`config.mk`:
```
export PLATFORM = sky130hd
export DESIGN_NAME = boot_remap_decoder
export DESIGN_NICKNAME = d
export VERILOG_FILES = /design/src/rtl/bootdec_pkg.sv /design/src/rtl/bootdec_bank.sv /design/src/rtl/bootdec_int_map.sv /design/src/rtl/bootdec_boot_ctrl.sv /design/src/rtl/boot_remap_decoder.sv
export SDC_FILE = /design/constraint.sdc
export NUM_CORES = 1
export LEC_CHECK = 0
export ABC_AREA = 1
export BUFFER_PORTS_ARGS = -buffer_cell sky130_fd_sc_hd__buf_2
export CORE_ASPECT_RATIO = 0.9
export CORE_MARGIN = 2
export CORE_UTILIZATION = 42
export DETAILED_ROUTE_END_ITERATION = 16
export GPL_ROUTABILITY_DRIVEN = 0
export PLACE_DENSITY = 0.77
export SLEW_MARGIN = 10
export SYNTH_ARGS = -nofsm -noshare
export SYNTH_HDL_FRONTEND = slang
export SYNTH_SLANG_ARGS = --single-unit
export TNS_END_PERCENT = 20
```
`constraint.sdc`:
```
create_clock -name clk -period 2.92 [get_ports clk]
set_clock_uncertainty 0.15 [all_clocks]
set_input_delay 0.584 -clock clk [delete_from_list [all_inputs] [get_ports clk]]
set_output_delay 0.584 -clock clk [all_outputs]
set_load 0.05 [all_outputs]
```
`src/rtl/bootdec_pkg.sv`:
```
package bootdec_pkg;

  localparam int NUM_SLV = 7;
  localparam int NUM_MST = 6;
  localparam int NUM_CPU = 2;
  localparam int MST_W   = 3;

  typedef enum logic [2:0] {
    SLV_ROM    = 3'd0,
    SLV_FLASH  = 3'd1,
    SLV_SRAM   = 3'd2,
    SLV_UHOST  = 3'd3,
    SLV_UDEV   = 3'd4,
    SLV_EXT    = 3'd5,
    SLV_PERIPH = 3'd6
  } slave_e;

  typedef struct packed {
    logic   hit;
    slave_e slv;
  } route_t;

  // reach masks, bit n = slave_e value n
  localparam logic [NUM_SLV-1:0] MASK_CPU    = 7'h7F;
  localparam logic [NUM_SLV-1:0] MASK_DMA    = 7'h77;
  localparam logic [NUM_SLV-1:0] MASK_STREAM = 7'h24 | 7'h10 ^ 7'h10;

  localparam logic [NUM_MST*NUM_SLV-1:0] PERMIT_DEFAULT =
    {MASK_STREAM, MASK_STREAM, MASK_STREAM, MASK_DMA, MASK_CPU, MASK_CPU};

endpackage

```
`src/rtl/bootdec_bank.sv`:
```
module bootdec_bank
  import bootdec_pkg::*;
#(
  parameter int BANK_W      = 4,
  parameter int CS_W        = 3,
  parameter int EXT_FIRST   = 1,
  parameter int EXT_BANKS   = 8,
  parameter int PERIPH_BANK = 15
) (
  input  logic [BANK_W-1:0] bank_i,
  output logic              internal_o,
  output route_t            route_o,
  output logic [CS_W-1:0]   cs_o
);

  localparam int EXT_LAST = EXT_FIRST + EXT_BANKS - 1;

  always_comb begin
    internal_o  = (bank_i == '0);
    route_o.hit = 1'b0;
    route_o.slv = SLV_ROM;
    cs_o        = '0;
    if (int'(bank_i) >= EXT_FIRST && int'(bank_i) <= EXT_LAST) begin
      route_o.hit = 1'b1;
      route_o.slv = SLV_EXT;
      cs_o        = CS_W'(int'(bank_i) - EXT_FIRST);
    end else if (int'(bank_i) == PERIPH_BANK) begin
      route_o.hit = 1'b1;
      route_o.slv = SLV_PERIPH;
    end
  end

endmodule

```
`src/rtl/bootdec_int_map.sv`:
```
module bootdec_int_map
  import bootdec_pkg::*;
#(
  parameter int              OFF_W      = 28,
  parameter int              ALIAS_AW   = 20,
  parameter logic [27:0]     ROM_BASE   = 28'h010_0000,
  parameter int              ROM_AW     = 15,
  parameter logic [27:0]     FLASH_BASE = 28'h020_0000,
  parameter int              FLASH_AW   = 19,
  parameter logic [27:0]     SRAM_BASE  = 28'h030_0000,
  parameter int              SRAM_AW    = 15,
  parameter logic [27:0]     UHOST_BASE = 28'h050_0000,
  parameter logic [27:0]     UDEV_BASE  = 28'h050_4000,
  parameter int              USB_AW     = 14
) (
  input  logic [OFF_W-1:0] offset_i,
  input  logic             is_cpu_i,
  input  logic             remap_i,
  input  logic             boot_flash_i,
  output route_t           route_o
);

  function automatic logic in_win(input logic [OFF_W-1:0] off,
                                  input logic [OFF_W-1:0] base,
                                  input int aw);
    return (off >> aw) == (base >> aw);
  endfunction

  always_comb begin
    route_o.hit = 1'b0;
    route_o.slv = SLV_ROM;
    if ((offset_i >> ALIAS_AW) == '0) begin
      if (is_cpu_i) begin
        route_o.hit = 1'b1;
        if (remap_i)           route_o.slv = SLV_SRAM;
        else if (boot_flash_i) route_o.slv = SLV_FLASH;
        else                   route_o.slv = SLV_ROM;
      end
    end else if (in_win(offset_i, ROM_BASE, ROM_AW)) begin
      route_o.hit = 1'b1;
      route_o.slv = SLV_ROM;
    end else if (in_win(offset_i, FLASH_BASE, FLASH_AW)) begin
      route_o.hit = 1'b1;
      route_o.slv = SLV_FLASH;
    end else if (in_win(offset_i, SRAM_BASE, SRAM_AW)) begin
      route_o.hit = 1'b1;
      route_o.slv = SLV_SRAM;
    end else if (in_win(offset_i, UHOST_BASE, USB_AW)) begin
      route_o.hit = 1'b1;
      route_o.slv = SLV_UHOST;
    end else if (in_win(offset_i, UDEV_BASE, USB_AW)) begin
      route_o.hit = 1'b1;
      route_o.slv = SLV_UDEV;
    end
  end

endmodule

```
`src/rtl/bootdec_boot_ctrl.sv`:
```
module bootdec_boot_ctrl #(
  parameter int SYNC_STAGES = 2
) (
  input  logic clk,
  input  logic rst_n,
  input  logic boot_pin_i,
  input  logic remap_we_i,
  input  logic remap_wd_i,
  output logic boot_q_o,
  output logic boot_valid_o,
  output logic remap_q_o
);

  logic [SYNC_STAGES-1:0] sync_q, sync_d;
  logic boot_q, boot_d, valid_q, valid_d, remap_q, remap_d;
  logic boot_en;

  always_comb begin
    sync_d  = {sync_q[SYNC_STAGES-2:0], 1'b1};
    boot_en = sync_q[SYNC_STAGES-1] & ~valid_q;
    boot_d  = boot_en ? boot_pin_i : boot_q;
    valid_d = valid_q | boot_en;
    remap_d = remap_we_i ? remap_wd_i : remap_q;
  end

  always_ff @(posedge clk or negedge rst_n) begin
    if (!rst_n) begin
      sync_q  <= '0;
      boot_q  <= 1'b0;
      valid_q <= 1'b0;
      remap_q <= 1'b0;
    end else begin
      sync_q  <= sync_d;
      boot_q  <= boot_d;
      valid_q <= valid_d;
      remap_q <= remap_d;
    end
  end

  assign boot_q_o     = boot_q;
  assign boot_valid_o = valid_q;
  assign remap_q_o    = remap_q;

endmodule

```
`src/rtl/boot_remap_decoder.sv`:
```
module boot_remap_decoder
  import bootdec_pkg::*;
#(
  parameter int ADDR_W = 32,
  parameter int BANK_W = 4,
  parameter int CS_W   = 3,
  parameter logic [NUM_MST*NUM_SLV-1:0] PERMIT = PERMIT_DEFAULT
) (
  input  logic               clk,
  input  logic               rst_n,
  input  logic               boot_pin_i,
  input  logic               remap_we_i,
  input  logic               remap_wd_i,
  input  logic [MST_W-1:0]   mst_i,
  input  logic [ADDR_W-1:0]  addr_i,
  output logic [NUM_SLV-1:0] slv_sel_o,
  output logic               abort_o,
  output logic [CS_W-1:0]    ext_cs_o
);

  localparam int OFF_W = ADDR_W - BANK_W;

  logic               boot_q, boot_valid, remap_q;
  logic               bank_internal;
  route_t             bank_route, int_route, route;
  logic [CS_W-1:0]    bank_cs;
  logic [NUM_SLV-1:0] permit_tbl [NUM_MST];
  logic [NUM_SLV-1:0] mst_mask;
  logic               is_cpu, granted;

  bootdec_boot_ctrl u_boot (
    .clk          (clk),
    .rst_n        (rst_n),
    .boot_pin_i   (boot_pin_i),
    .remap_we_i   (remap_we_i),
    .remap_wd_i   (remap_wd_i),
    .boot_q_o     (boot_q),
    .boot_valid_o (boot_valid),
    .remap_q_o    (remap_q)
  );

  bootdec_bank #(.BANK_W(BANK_W), .CS_W(CS_W)) u_bank (
    .bank_i     (addr_i[ADDR_W-1 -: BANK_W]),
    .internal_o (bank_internal),
    .route_o    (bank_route),
    .cs_o       (bank_cs)
  );

  bootdec_int_map #(.OFF_W(OFF_W)) u_int (
    .offset_i     (addr_i[OFF_W-1:0]),
    .is_cpu_i     (is_cpu),
    .remap_i      (remap_q),
    .boot_flash_i (boot_q),
    .route_o      (int_route)
  );

  for (genvar g = 0; g < NUM_MST; g++) begin : g_permit
    assign permit_tbl[g] = PERMIT[g*NUM_SLV +: NUM_SLV];
  end

  always_comb begin
    is_cpu   = int'(mst_i) < NUM_CPU;
    mst_mask = '0;
    for (int m = 0; m < NUM_MST; m++) begin
      if (int'(mst_i) == m) mst_mask = permit_tbl[m];
    end
    route     = bank_internal ? int_route : bank_route;
    granted   = route.hit & mst_mask[route.slv];
    slv_sel_o = '0;
    if (granted) slv_sel_o[route.slv] = 1'b1;
    abort_o   = ~granted;
    ext_cs_o  = (granted && route.slv == SLV_EXT) ? bank_cs : '0;
  end

endmodule

```
# == After elaboration in Yosys (flattened, before gate mapping) ==
# Index checks and enable logic that the tools add are counted.
# classes
n_lt_le_gt_ge,5
bitwise_logic,5
eq_ne,12
n_reduce_logical,6
n_addsub,1
muxes,25
# ops
op,count
$mux 7,7
$mux 4,10
$eq 14x9->1 const B,2
$logic_not 28->1,1
$eq 3x3->1 const B,5
$eq 13x6->1 const B,1
$eq 13x7->1 const B,1
$eq 9x3->1 const B,1
$mux 3,2
$eq 4x1->1 const B,1
$ge 4x1->1 const B,1
$le 4x4->1 const B,1
$logic_not 4->1,1
$lt 3x4->1 const B,1
$bmux 1 s3,1
$demux 1 s3,1
$eq 3x2->1 const B,1
$ge 3x1->1 const B,1
$logic_and 1x1->1,3
$logic_not 3->1,1
$lt 3x2->1 const B,1
$mux 1,3
$sub 3x1->3 const B,1
$and 1x1->1,2
3 further kinds,4
# word_totals
inputBits,40
word_cells,58
output_inout_bits,11
reg_bits,5

# == Depth between registers and ports, before layout ==
# Gate-level depths: netlist of the first run.
# logic_depth
depth_word,13
depth_mapped,15

# == Hierarchy ==
# From an unflattened synthesis of the first run, not the netlist that was laid out.
# unflattened
hier_cells,148
hier_area_um2,833.3
# by_module_without_submodules
module,seq_area_each_um2,area_per_inst_um2,instances,cells_per_inst
boot_remap_decoder,0.0,272.8,1,62
bootdec_int_map,0.0,257.7,1,47
bootdec_boot_ctrl,125.1,167.7,1,15
bootdec_bank,0.0,135.1,1,24

# == Worst setup path after synthesis of the first run ==
# OpenSTA, ideal clock, no wires.
# synth_path
path_kind,in2out
startpoint,in addr_i[28]
endpoint,out slv_sel_o[4]
stages,13
n_path_buf,0
required_ps,2186
slack_ps,-363
arrival_ps,2549
path_cell_list,inv_1 > ha_1 > nand2_1 > inv_1 > nor2_1 > inv_1 > nand2_1 > nand2_1 > nand2_1 > nor2_2 > nor2_4 > nand2_2 > nor2_1
# synth_via
elab_chain_len,9
# synth_rtl
item,line_no,source
"start, declared",boot_remap_decoder.sv:15,"input logic [ADDR_W-1:0] addr_i,"
$ge 4x1->1 (tied with other cells),bootdec_bank.sv:23,if (int'(bank_i) >= EXT_FIRST && int'(bank_i) <= EXT_LAST) begin
$logic_and 1x1->1 or $mux 4 (tied branches),"bootdec_bank.sv:23, bootdec_bank.sv:27",
$mux 4,bootdec_bank.sv:23,
$mux 4 *,boot_remap_decoder.sv:67,route = bank_internal ? int_route : bank_route;
$lt 3x4->1 (implied by the code) or $ge 3x1->1 (tied branches),boot_remap_decoder.sv:70,if (granted) slv_sel_o[route.slv] = 1'b1;
$logic_and 1x1->1 (implied by the code),boot_remap_decoder.sv:70,
$mux 1 (implied by the code),boot_remap_decoder.sv:70,
$demux 1 s3,boot_remap_decoder.sv:70,
$mux 7 *,boot_remap_decoder.sv:70,
"end, declared",boot_remap_decoder.sv:16,"output logic [NUM_SLV-1:0] slv_sel_o,"
# Mark *: on every way between the ends. The rest lies on a longest branch, timed or not. The select of a mux whose other input is x is not followed.

# == Final worst setup path of the first run ==
# layout_path
startpoint,in addr_i[21]
endpoint,out slv_sel_o[0]
# layout_via
elab_chain_len,13
# layout_rtl
item,line_no,source
$eq 14x9->1,bootdec_int_map.sv:26,return (off >> aw) == (base >> aw);
$mux 4,bootdec_int_map.sv:51,"end else if (in_win(offset_i, UDEV_BASE, USB_AW)) begin"
$mux 4,bootdec_int_map.sv:48,"end else if (in_win(offset_i, UHOST_BASE, USB_AW)) begin"
$mux 4,bootdec_int_map.sv:45,"end else if (in_win(offset_i, SRAM_BASE, SRAM_AW)) begin"
$mux 4,bootdec_int_map.sv:42,"end else if (in_win(offset_i, FLASH_BASE, FLASH_AW)) begin"
$mux 4,bootdec_int_map.sv:39,"end else if (in_win(offset_i, ROM_BASE, ROM_AW)) begin"
$mux 4 *,bootdec_int_map.sv:32,if ((offset_i >> ALIAS_AW) == '0) begin
$mux 4 *,boot_remap_decoder.sv:67,
$lt 3x4->1 (implied by the code) or $ge 3x1->1 (tied branches),boot_remap_decoder.sv:70,
$logic_and 1x1->1 (implied by the code),boot_remap_decoder.sv:70,
$mux 1 (implied by the code),boot_remap_decoder.sv:70,
$demux 1 s3,boot_remap_decoder.sv:70,
$mux 7 *,boot_remap_decoder.sv:70,
# Marks and branches as above.

==> key figures, run 1 <==
Synth
  – Post-Synthesis Cells: 137
  – Mapped Avg Cell Area: 5.71 sq um
  – Largest family of logic cells by synthesized area: simple AND/OR/NAND/NOR gates
  – Compound-gate portion of the synthesized area: 0.0544
  – Flops & latches, synth: 5
  – Post-synth cell types: 20
  – Simple-Gate Fraction of Synth Area: 0.603
  – Mapped cell area: 782 sq um
  – Synth Area in XOR/XNOR: 0
  – Sequential share of the synthesized area: 0.160
  – Adder-Cell Fraction of Synth Area: 0.0480
  – Ys Warns: 0
  – Post-synthesis mux area share: 0
  – Synthesized Nets: 180

Die
  – Boundary pin count: 51
  – Core Region: 1720 sq um
  – Die H: 44.9 microns
  – Initial Utilization: 0.456
  – FP Rows: 14
  – Die width: 49.5 microns
  – Die area: 2220 sq um

Placement
  – Placed wire-length estimate: 1610 microns
  – Dpl cell area: 1030 sq um
  – Buffers on Ports: 36

Routing
  – DRC errors left: 0
  – Drt via density: 4.74
  – Initial DRC Count: 17
  – Pre-Repair DR Iteration Count: 4
  – WL per Instance: 10.7 microns
  – Final WL: 2250 microns
  – Vias post-DR: 1001
  – Antenna Nets Post-Route: 0

STA
  – RSZ-0062 raised after global routing: true
  – Fin Setup TNS: 0 ps
  – Pins over their slew limit: 0
  – Final min period: 2900 ps
  – Top achievable clock speed: 0.345 GHz
  – Final period util: 0.994
  – # setup viols final: 0
  – Final Hold Viols: 0

Final layout
  – Fill cells: 148
  – Share of layout cells above drive strength 1: 0.519
  – Most frequent cells in the layout: nand2_1 (24), buf_2 (23), inv_1 (22)
  – Multi-input gate area: 669 sq um
  – Reg area: 125 sq um
  – N_diodes: 0
  – Most common cell after layout, fill and taps aside: nand2_1
  – Area growth, synth to finish: 64.6%
  – Final Instance Area: 1290 sq um
  – Nets: 231
  – Util after Layout: 0.750

Critical path
  – CP Launch Type: primary input
  – Arr. time, crit path: 2170 ps
  – Critical Path End Type: output port
  – Crit path kind: in -> out
  – Worst-path fanout max: 4
  – Worst EP required: 2190 ps

Global routing
  – First-pass GRT wire length: 3070 microns
  – Total GRT Usage: 0.178
  – Largest net degree at the start of global routing: 7
  – Initial antenna violation count: 0
  – Vias in the first global route: 841
  – GR Overflow Total: 0

CTS
  – TritonCTS sink count: 5
  – CTS buffer count: 3
  – CTS clk-pin slew, worst paths: 40 ps
  – CTS tree: built
  – Clock Latency Late Sink: 240 ps
  – Clk buf depth: 2
  – Root Driver: clkbuf_4
  – CTS H-tree depth: 1

Worst hold path
  – HP Class: reg -> reg

Pwr
  – Power per cell area: 244 nW/um^2
  – Peak VDD IR: 0.259 mV
  – Pleak: 0.679 nW
  – Pwr Total: 0.000314 W

Run status
  – Status: finished clean

Job
  – Max-Cap Viols: 0
-- registers in the layout (all words and copies together) (netlist names) --
name                 cells
u_boot.boot_q_o          1
u_boot.sync_q            2
u_boot.boot_valid_o      1
u_boot.remap_q_o         1
-- stage by stage --
stage | cells | setup slack (ps) | hold WS, ps
after global placement | 202 | 0.564 | 186
final | 211 | 17.5 | 197
after global routing | 211 | -89.7 | 203
after floorplan | 137 | -163 | 138
after CTS | 207 | 12.1 | 200
after detailed placement | 202 | -45.0 | 190
-- per-layer routing --
layer,part of all wire,vias to the layer above,GRT usage
met4,0.022,0,0.0833
met5,0,-,0
li1,-,515,-
met2,0.51,30,0.349
met3,0.049,6,0.0132
met1,0.42,450,0.200
-- repair_timing --
item | CTS | global route
setup endpoints to repair | 10 | 11
pin swaps | 0 | 22
buffers inserted | 0 | 4
hold endpoints to repair | 5 | 0
hold buffers | 1 | 0
gates resized for setup | 10 | 45
-- cell families (layout without fill, tap and decap cells) --
| kind of cell | count (synthesis) | count (layout) |
|---|---|---|
| and+or+nand+nor | 93 | 93 |
| adders and majority gates | 3 | 3 |
| other | 1 | 1 |
| buffers and inverters | 27 | 77 |
| DFF | 5 | 5 |
| AOI/OAI and AO/OA | 8 | 8 |
-- worst max-delay path, stage by stage --
cell	delay, ps
buf_2	120
nor2_2	120
nand2_2	70
nor2_4	140
nand3_2	110
nand4_4	120
nand3_1	90
nor2_2	130
nor2_2	60
nor2_4	190
nand3_2	130
nor2_2	130
buf_6	170
-- where the power goes --
part / internal (W) / switching (W) / total [W]
combinational: 0.0000608 / 0.0000983 / 0.000159
clock: 0.0000516 / 0.0000274 / 0.0000790
sequential: 0.0000741 / 0.00000210 / 0.0000762
-- cells in the mapped netlist, drive strengths merged --
cell type	number	area share
o21ai	4	0.026
nand2	35	0.18
conb	1	0.0048
nor2	38	0.25
nor3	2	0.013
inv	27	0.13
a21oi	3	0.019
nand4	3	0.032
o21bai	1	0.0096
ha	3	0.048
dfrtp	5	0.16
or2	2	0.016
nand3	13	0.11
-- layout make-up --
type | count | share of cell area
multi-input cells | 105 | 0.520
repair buffers | 46 | 0.255
flip-flops and latches | 5 | 0.0972
inverters | 27 | 0.0845
well taps | 24 | 0.0233
clock buffers | 4 | 0.0204
-- worst paths after layout --
path	cells past startpoint	slack, ps	end	startpoint
min in group asynchronous	2	530	u_boot.sync_q[1]	rst_n
worst max-delay path	13	20	slv_sel_o[0]	addr_i[21]
worst min register to register	0	200	u_boot.sync_q[1]	u_boot.sync_q[0]
worst max register to register	1	1990	u_boot.boot_valid_o	u_boot.sync_q[1]
worst min-delay path	0	200	u_boot.sync_q[1]	u_boot.sync_q[0]
max in group asynchronous	2	1960	u_boot.boot_valid_o	rst_n
Power figures use the tool's default switching activity.
==> run 2, diff against run 1 <==
CORE_ASPECT_RATIO = default   (was 0.9)
PLACE_DENSITY = 0.87   (was 0.77)
==> run 2 against run 1 <==
  * The run now ends with negative setup slack left
  * Hold slack hardly changed
  * Via count is 1.8% higher
  * Combinational power is 13% higher
  * Clock power is 3.4% higher
  * Routed wire length is 26% higher
  * First-iteration DRC count is 47% lower
  * Design area is 7.4% higher
  * Count of clock-buffer cells in the layout stayed put
  * Global-route usage is 2.7 points higher
  * Critical path depth is 1 higher
  * Sequential share of layout area is 0.67 points lower
  * Critical path type unchanged
  * Critical endpoint is now ext_cs_o[0]
  * Highest routed layer unchanged
==> key figures, run 2 (synthesized netlist as in run 1, its figures left out) <==
Run status
  – Status: finished with violations
  – Violated checks: negative setup slack

Die
  – Die area: 2220 sq um
  – Die width: 47.2 microns
  – Core Region: 1750 sq um
  – Initial Utilization: 0.448
  – Boundary pin count: 51
  – Die H: 47.2 microns
  – FP Rows: 15

Pwr
  – Switch Pwr: 0.000144 W
  – Pint: 0.000193 W
  – Peak VDD IR: 0.384 mV
  – Clock power frac: 0.242
  – Power per cell area: 244 nW/um^2
  – Pwr Total: 0.000338 W
  – Sequential power share: 0.225
  – Pleak: 0.712 nW
  – Sw frac: 0.428
  – Comb pwr share: 0.533

Global routing
  – Largest net degree at the start of global routing: 7
  – First-pass GRT wire length: 3260 microns
  – GR Overflow Total: 0
  – Total GRT Usage: 0.205
  – Vias in the first global route: 877
  – Initial antenna violation count: 0

Final layout
  – N_diodes: 0
  – Util after Layout: 0.792
  – Area growth, synth to finish: 76.8%
  – Fin cells: 210
  – Share of layout cells above drive strength 1: 0.568
  – Top reg by flops: u_boot.sync_q
  – Nets: 229
  – Most frequent cells in the layout: nand2_1 (22), buf_2 (21), inv_1 (20)
  – Final Instance Area: 1380 sq um
  – Most common cell after layout, fill and taps aside: nand2_1
  – Max reg flops: 2

Job
  – Max-Cap Viols: 0

CTS
  – TritonCTS sink count: 5
  – CTS buffer count: 3
  – CTS clk-pin slew, worst paths: 40 ps
  – CTS H-tree depth: 1
  – Clk buf depth: 2
  – CTS tree: built
  – Clock Latency Late Sink: 240 ps
  – Root Driver: clkbuf_4

Placement
  – Dpl cell area: 1030 sq um
  – DP Cell Count: 202
  – Buffers on Ports: 36
  – Placed wire-length estimate: 1680 microns

Critical path
  – Crit path kind: in -> out
  – Worst-path fanout max: 6
  – Worst EP required: 2190 ps
  – CP Launch Type: primary input
  – Critical Path End Type: output port
  – Arr. time, crit path: 2270 ps

Routing
  – Drt via density: 4.85
  – WL per Instance: 13.5 microns
  – Antenna Nets Post-Route: 0
  – Vias post-DR: 1019
  – DRC errors left: 0
  – Pre-Repair DR Iteration Count: 4
  – Final WL: 2840 microns
  – Initial DRC Count: 9

STA
  – Final period util: 1.03
  – RSZ-0062 raised after global routing: true
  – Final Hold Viols: 0
  – Min setup slack post-route: -80.8 ps
  – Pins over their slew limit: 0
  – # setup viols final: 6
  – Top achievable clock speed: 0.333 GHz
  – Final min period: 3000 ps
  – WHS: 197 ps

Worst hold path
  – HP Class: reg -> reg
==> run 2: cell count changes in the layout (fill, tap and decap cells not counted), sizes merged <==
cell	change
buf	-2
==> run 2: through the flow <==
stage,setup TNS [ps],setup WS (ps)
global route,-993,-160
finish,-225,-80.8
floorplan,-939,-163
CTS,-65.7,-22.1
global placement,-13.8,-6.88
detailed placement,-717,-94.9
==> run 2: metal layers <==
layer,global-route usage,wire length [microns]
met1,0.203,1010
met2,0.427,1660
met3,0.0462,135
met4,0.0333,38
met5,0,0
==> run 2: repair_timing <==
action | CTS | global route
endpoints found under the hold margin | 5 | 0
pin swaps | 2 | 27
hold buffers | 1 | 0
gates cloned | 0 | 0
resized for setup | 20 | 59
endpoints found under the setup margin | 10 | 11
buffers inserted | 0 | 3
==> run 2: critical path, stage by stage <==
cell and delay, ps:
buf_8 100, inv_4 50, ha_4 150, nand2_4 60, nor2_4 180, nand4_4 150
nand2_2 120, nand2_2 50, nand2_2 90, nor2_4 50, nor2_4 190, nand3_4 160
nor2_4 170, buf_8 160
==> run 2: final timing paths <==
| kind | from | cells past startpoint | slack [ps] | endpoint |
|---|---|---|---|---|
| max reg2reg | u_boot.sync_q[1] | 1 | 2000 | u_boot.boot_valid_o |
| min reg2reg | u_boot.sync_q[0] | 0 | 200 | u_boot.sync_q[1] |
| max | addr_i[29] | 14 | -80 | ext_cs_o[0] |
| min in group asynchronous | rst_n | 2 | 530 | u_boot.boot_valid_o |
| max in group asynchronous | rst_n | 2 | 1960 | u_boot.remap_q_o |
| min | u_boot.sync_q[0] | 0 | 200 | u_boot.sync_q[1] |
==> run 2: power groups by stage <==
stage | combinational (W) | clock, W | sequential (W)
after global routing | 0.000191 | 0.0000912 | 0.0000763
after detailed placement | 0.000128 | 0 | 0.0000771
after CTS | 0.000136 | 0.0000861 | 0.0000761
final | 0.000180 | 0.0000817 | 0.0000761
after floorplan | 0.0000836 | 0 | 0.0000764
after global placement | 0.000122 | 0 | 0.0000767
==> run 2: cell type report <==
type | count | area, sq um
multi-input combinational | 105 | 749
fill | 128 | 363
timing repair buffer | 44 | 344
sequential | 5 | 125
inverter | 27 | 106
tap | 25 | 31.3
clock buffer | 4 | 26.3
==> run 3, diff against run 2 <==
ABC_AREA = default   (was 1)
CORE_UTILIZATION = 40   (was 42)
CTS_BUF_LIST = sky130_fd_sc_hd__clkbuf_4 sky130_fd_sc_hd__clkbuf_8   (was default)
PLACE_DENSITY = 0.88   (was 0.87)
==> run 3 against run 2 <==
  * The flow still finishes with violations (negative setup slack)
  * Sequential power increased by 0.9%
  * Sequential cell count unchanged
  * Largest power group unchanged
  * Non-clock buffer count increased by 10
==> key figures, run 3 <==
STA
  – RSZ-0062 raised after global routing: true
  – Final Hold Viols: 0
  – Final period util: 1.05
  – Pins over their slew limit: 0
  – Top achievable clock speed: 0.325 GHz
  – Final min period: 3080 ps
  – Min setup slack post-route: -156 ps
  – # setup viols final: 6

Critical path
  – Critical Path End Type: output port
  – CP Launch Type: primary input
  – Worst reg2reg startpoint: u_boot.boot_valid_o
  – Worst EP required: 2190 ps
  – Reg2reg end: u_boot.boot_q_o
  – Arr. time, crit path: 2340 ps
  – Worst-path fanout max: 3
  – Register-to-register setup slack: 1800 ps
  – Crit path kind: in -> out
  – Worst R2R Path Depth: 2

Pwr
  – Power per cell area: 283 nW/um^2
  – Peak VDD IR: 0.249 mV
  – Pint: 0.000193 W
  – Switch Pwr: 0.000119 W
  – Sw frac: 0.382
  – Pwr Total: 0.000311 W
  – Sequential power share: 0.247
  – Pleak: 0.516 nW
  – Comb pwr share: 0.432
  – Clock power frac: 0.321

Synth
  – Mapped cell area: 652 sq um
  – Yosys top cell area share: 0.192
  – Mapped Avg Cell Area: 7.58 sq um
  – Flops & latches, synth: 5
  – Main synth FF type: dfrtp_1
  – Cell taking the most area after synthesis: dfrtp_1
  – Synth cell count leaders: nor2_1 (12), a21oi_1 (6), nand2_1 (6), nand3_1 (6)
  – Synthesized Nets: 128
  – Dominant cell by count in the synthesized netlist: nor2_1
  – Sequential share of the synthesized area: 0.192
  – Post-synth cell types: 39
  – Post-Synthesis Cells: 86
  – Ys Warns: 0
  – Post-synth EDFFs: 0
  – Async SR Flop Fraction: 1.00
  – Top cells by area, synth: dfrtp_1 (19%), nor2_1 (6.9%), nor4_4 (6.5%)

Final layout
  – Top reg by flops: u_boot.sync_q
  – Most frequent cells in the layout: buf_2 (28), buf_4 (18), nor2_1 (10)
  – Area growth, synth to finish: 69.1%
  – N_diodes: 0
  – Max reg flops: 2
  – Nets: 186
  – Fin cells: 159
  – Most common cell after layout, fill and taps aside: buf_2
  – Share of layout cells above drive strength 1: 0.531

CTS
  – CTS tree: built
  – TritonCTS sink count: 5
  – Root Driver: clkbuf_4
  – CTS clk-pin slew, worst paths: 50 ps
  – Clk buf depth: 2
  – CTS H-tree depth: 1
  – CTS buffer count: 3
  – Clock Latency Late Sink: 260 ps

Die
  – Die area: 1970 sq um
  – Boundary pin count: 51
  – Die H: 44.4 microns
  – FP Rows: 14
  – Core Region: 1520 sq um
  – Die width: 44.4 microns
  – Initial Utilization: 0.428

Placement
  – DP Cell Count: 153
  – Buffers on Ports: 36
  – Placed wire-length estimate: 1740 microns

Global routing
  – Largest net degree at the start of global routing: 10
  – GR Overflow Total: 0
  – Total GRT Usage: 0.251
  – Vias in the first global route: 866
  – Initial antenna violation count: 0
  – First-pass GRT wire length: 3580 microns

Run status
  – Status: finished with violations
  – Violated checks: negative setup slack

Routing
  – Final WL: 2270 microns
  – Drt via density: 5.75
  – Initial DRC Count: 12
  – Vias post-DR: 914
  – Antenna Nets Post-Route: 0
  – WL per Instance: 14.3 microns
  – DRC errors left: 0
  – Pre-Repair DR Iteration Count: 4

Worst hold path
  – HP Class: reg -> reg
  – Hold wc startpoint: u_boot.sync_q[0]
  – Hold Path Depth: 0
  – Hold EP: u_boot.sync_q[1]

Job
  – Max-Cap Viols: 0
[run 3: cell types whose count changed after synthesis, sizes merged, moves of 3 or more]
cell / previous run / this run
nand3: 13 / 6
nor2: 38 / 12
nor2b: 0 / 5
nand2: 35 / 7
inv: 27 / 4
a21oi: 3 / 6
nor4: 0 / 3
[run 3: cells by family after synthesis]
group | after synthesis | share of synthesized area
AND/OR/NAND/NOR | 48 | 0.445
AO/OA/AOI/OAI | 23 | 0.253
buffers and inverters | 5 | 0.0307
flip-flops | 5 | 0.192
multiplexers | 2 | 0.0345
adder cells (fa/ha/maj) | 2 | 0.0384
other | 1 | 0.00575
[run 3: critical path: stages]
cell      delay (ps)
buf_6             90
nor4_4           320
nand2_1          120
o311a_1          350
a211oi_2         310
nand2_2          140
nor4_4           240
buf_6            190
[run 3: worst max path at each step]
| stage | start | to | slack [ps] |
|---|---|---|---|
| after floorplan | addr_i[25] | slv_sel_o[1] | -180 |
| after global placement | addr_i[25] | slv_sel_o[3] | -240 |
| after detailed placement | addr_i[25] | slv_sel_o[3] | -250 |
| after CTS | addr_i[25] | slv_sel_o[3] | -140 |
| after global routing | addr_i[18] | slv_sel_o[3] | -260 |
| final | addr_i[18] | slv_sel_o[3] | -160 |
[run 3: timing repair]
action                                  in CTS  in global routing
endpoints found under the hold margin        5                  0
resized for setup                           13                  1
buffers inserted                             1                  0
hold buffers                                 1                  0
pin swaps                                    3                  0
endpoints found under the setup margin       7                  7
[run 3: metrics by stage]
step / cell area, sq um / hold slack [ps] / TNS (ps) / setup slack, ps / util
final: 1100 / 242 / -720 / -156 / 0.723
after floorplan: 681 / 138 / -567 / -177 / -
after global routing: 1100 / 252 / -1560 / -259 / 0.723
after global placement: 996 / 183 / -1190 / -244 / 0.654
after detailed placement: 996 / 214 / -1430 / -248 / 0.654
after CTS: 1100 / 222 / -651 / -145 / 0.721
[run 3: layout make-up]
type	instances	area, sq um
multi-input combinational	76	548
fill	119	422
timing repair buffer	54	364
sequential	5	125
clock buffer	4	30.0
tap	16	20.0
inverter	4	15.0
[run 3: power groups by stage]
stage | Clock [W] | Sequential [W] | Combinational, W
CTS | 0.0000955 | 0.0000765 | 0.000133
floorplan | 0 | 0.0000764 | 0.0000703
global placement | 0 | 0.0000770 | 0.000121
detailed placement | 0 | 0.0000776 | 0.000125
finish | 0.0000999 | 0.0000768 | 0.000135
global route | 0.000102 | 0.0000771 | 0.000144
[run 3: per-layer routing]
| metal | GRT usage | part of all wire |
|---|---|---|
| met1 | 0.269 | 0.38 |
| met2 | 0.456 | 0.53 |
| met3 | 0.0531 | 0.073 |
| met4 | 0.133 | 0.019 |
| met5 | 0 | 0 |
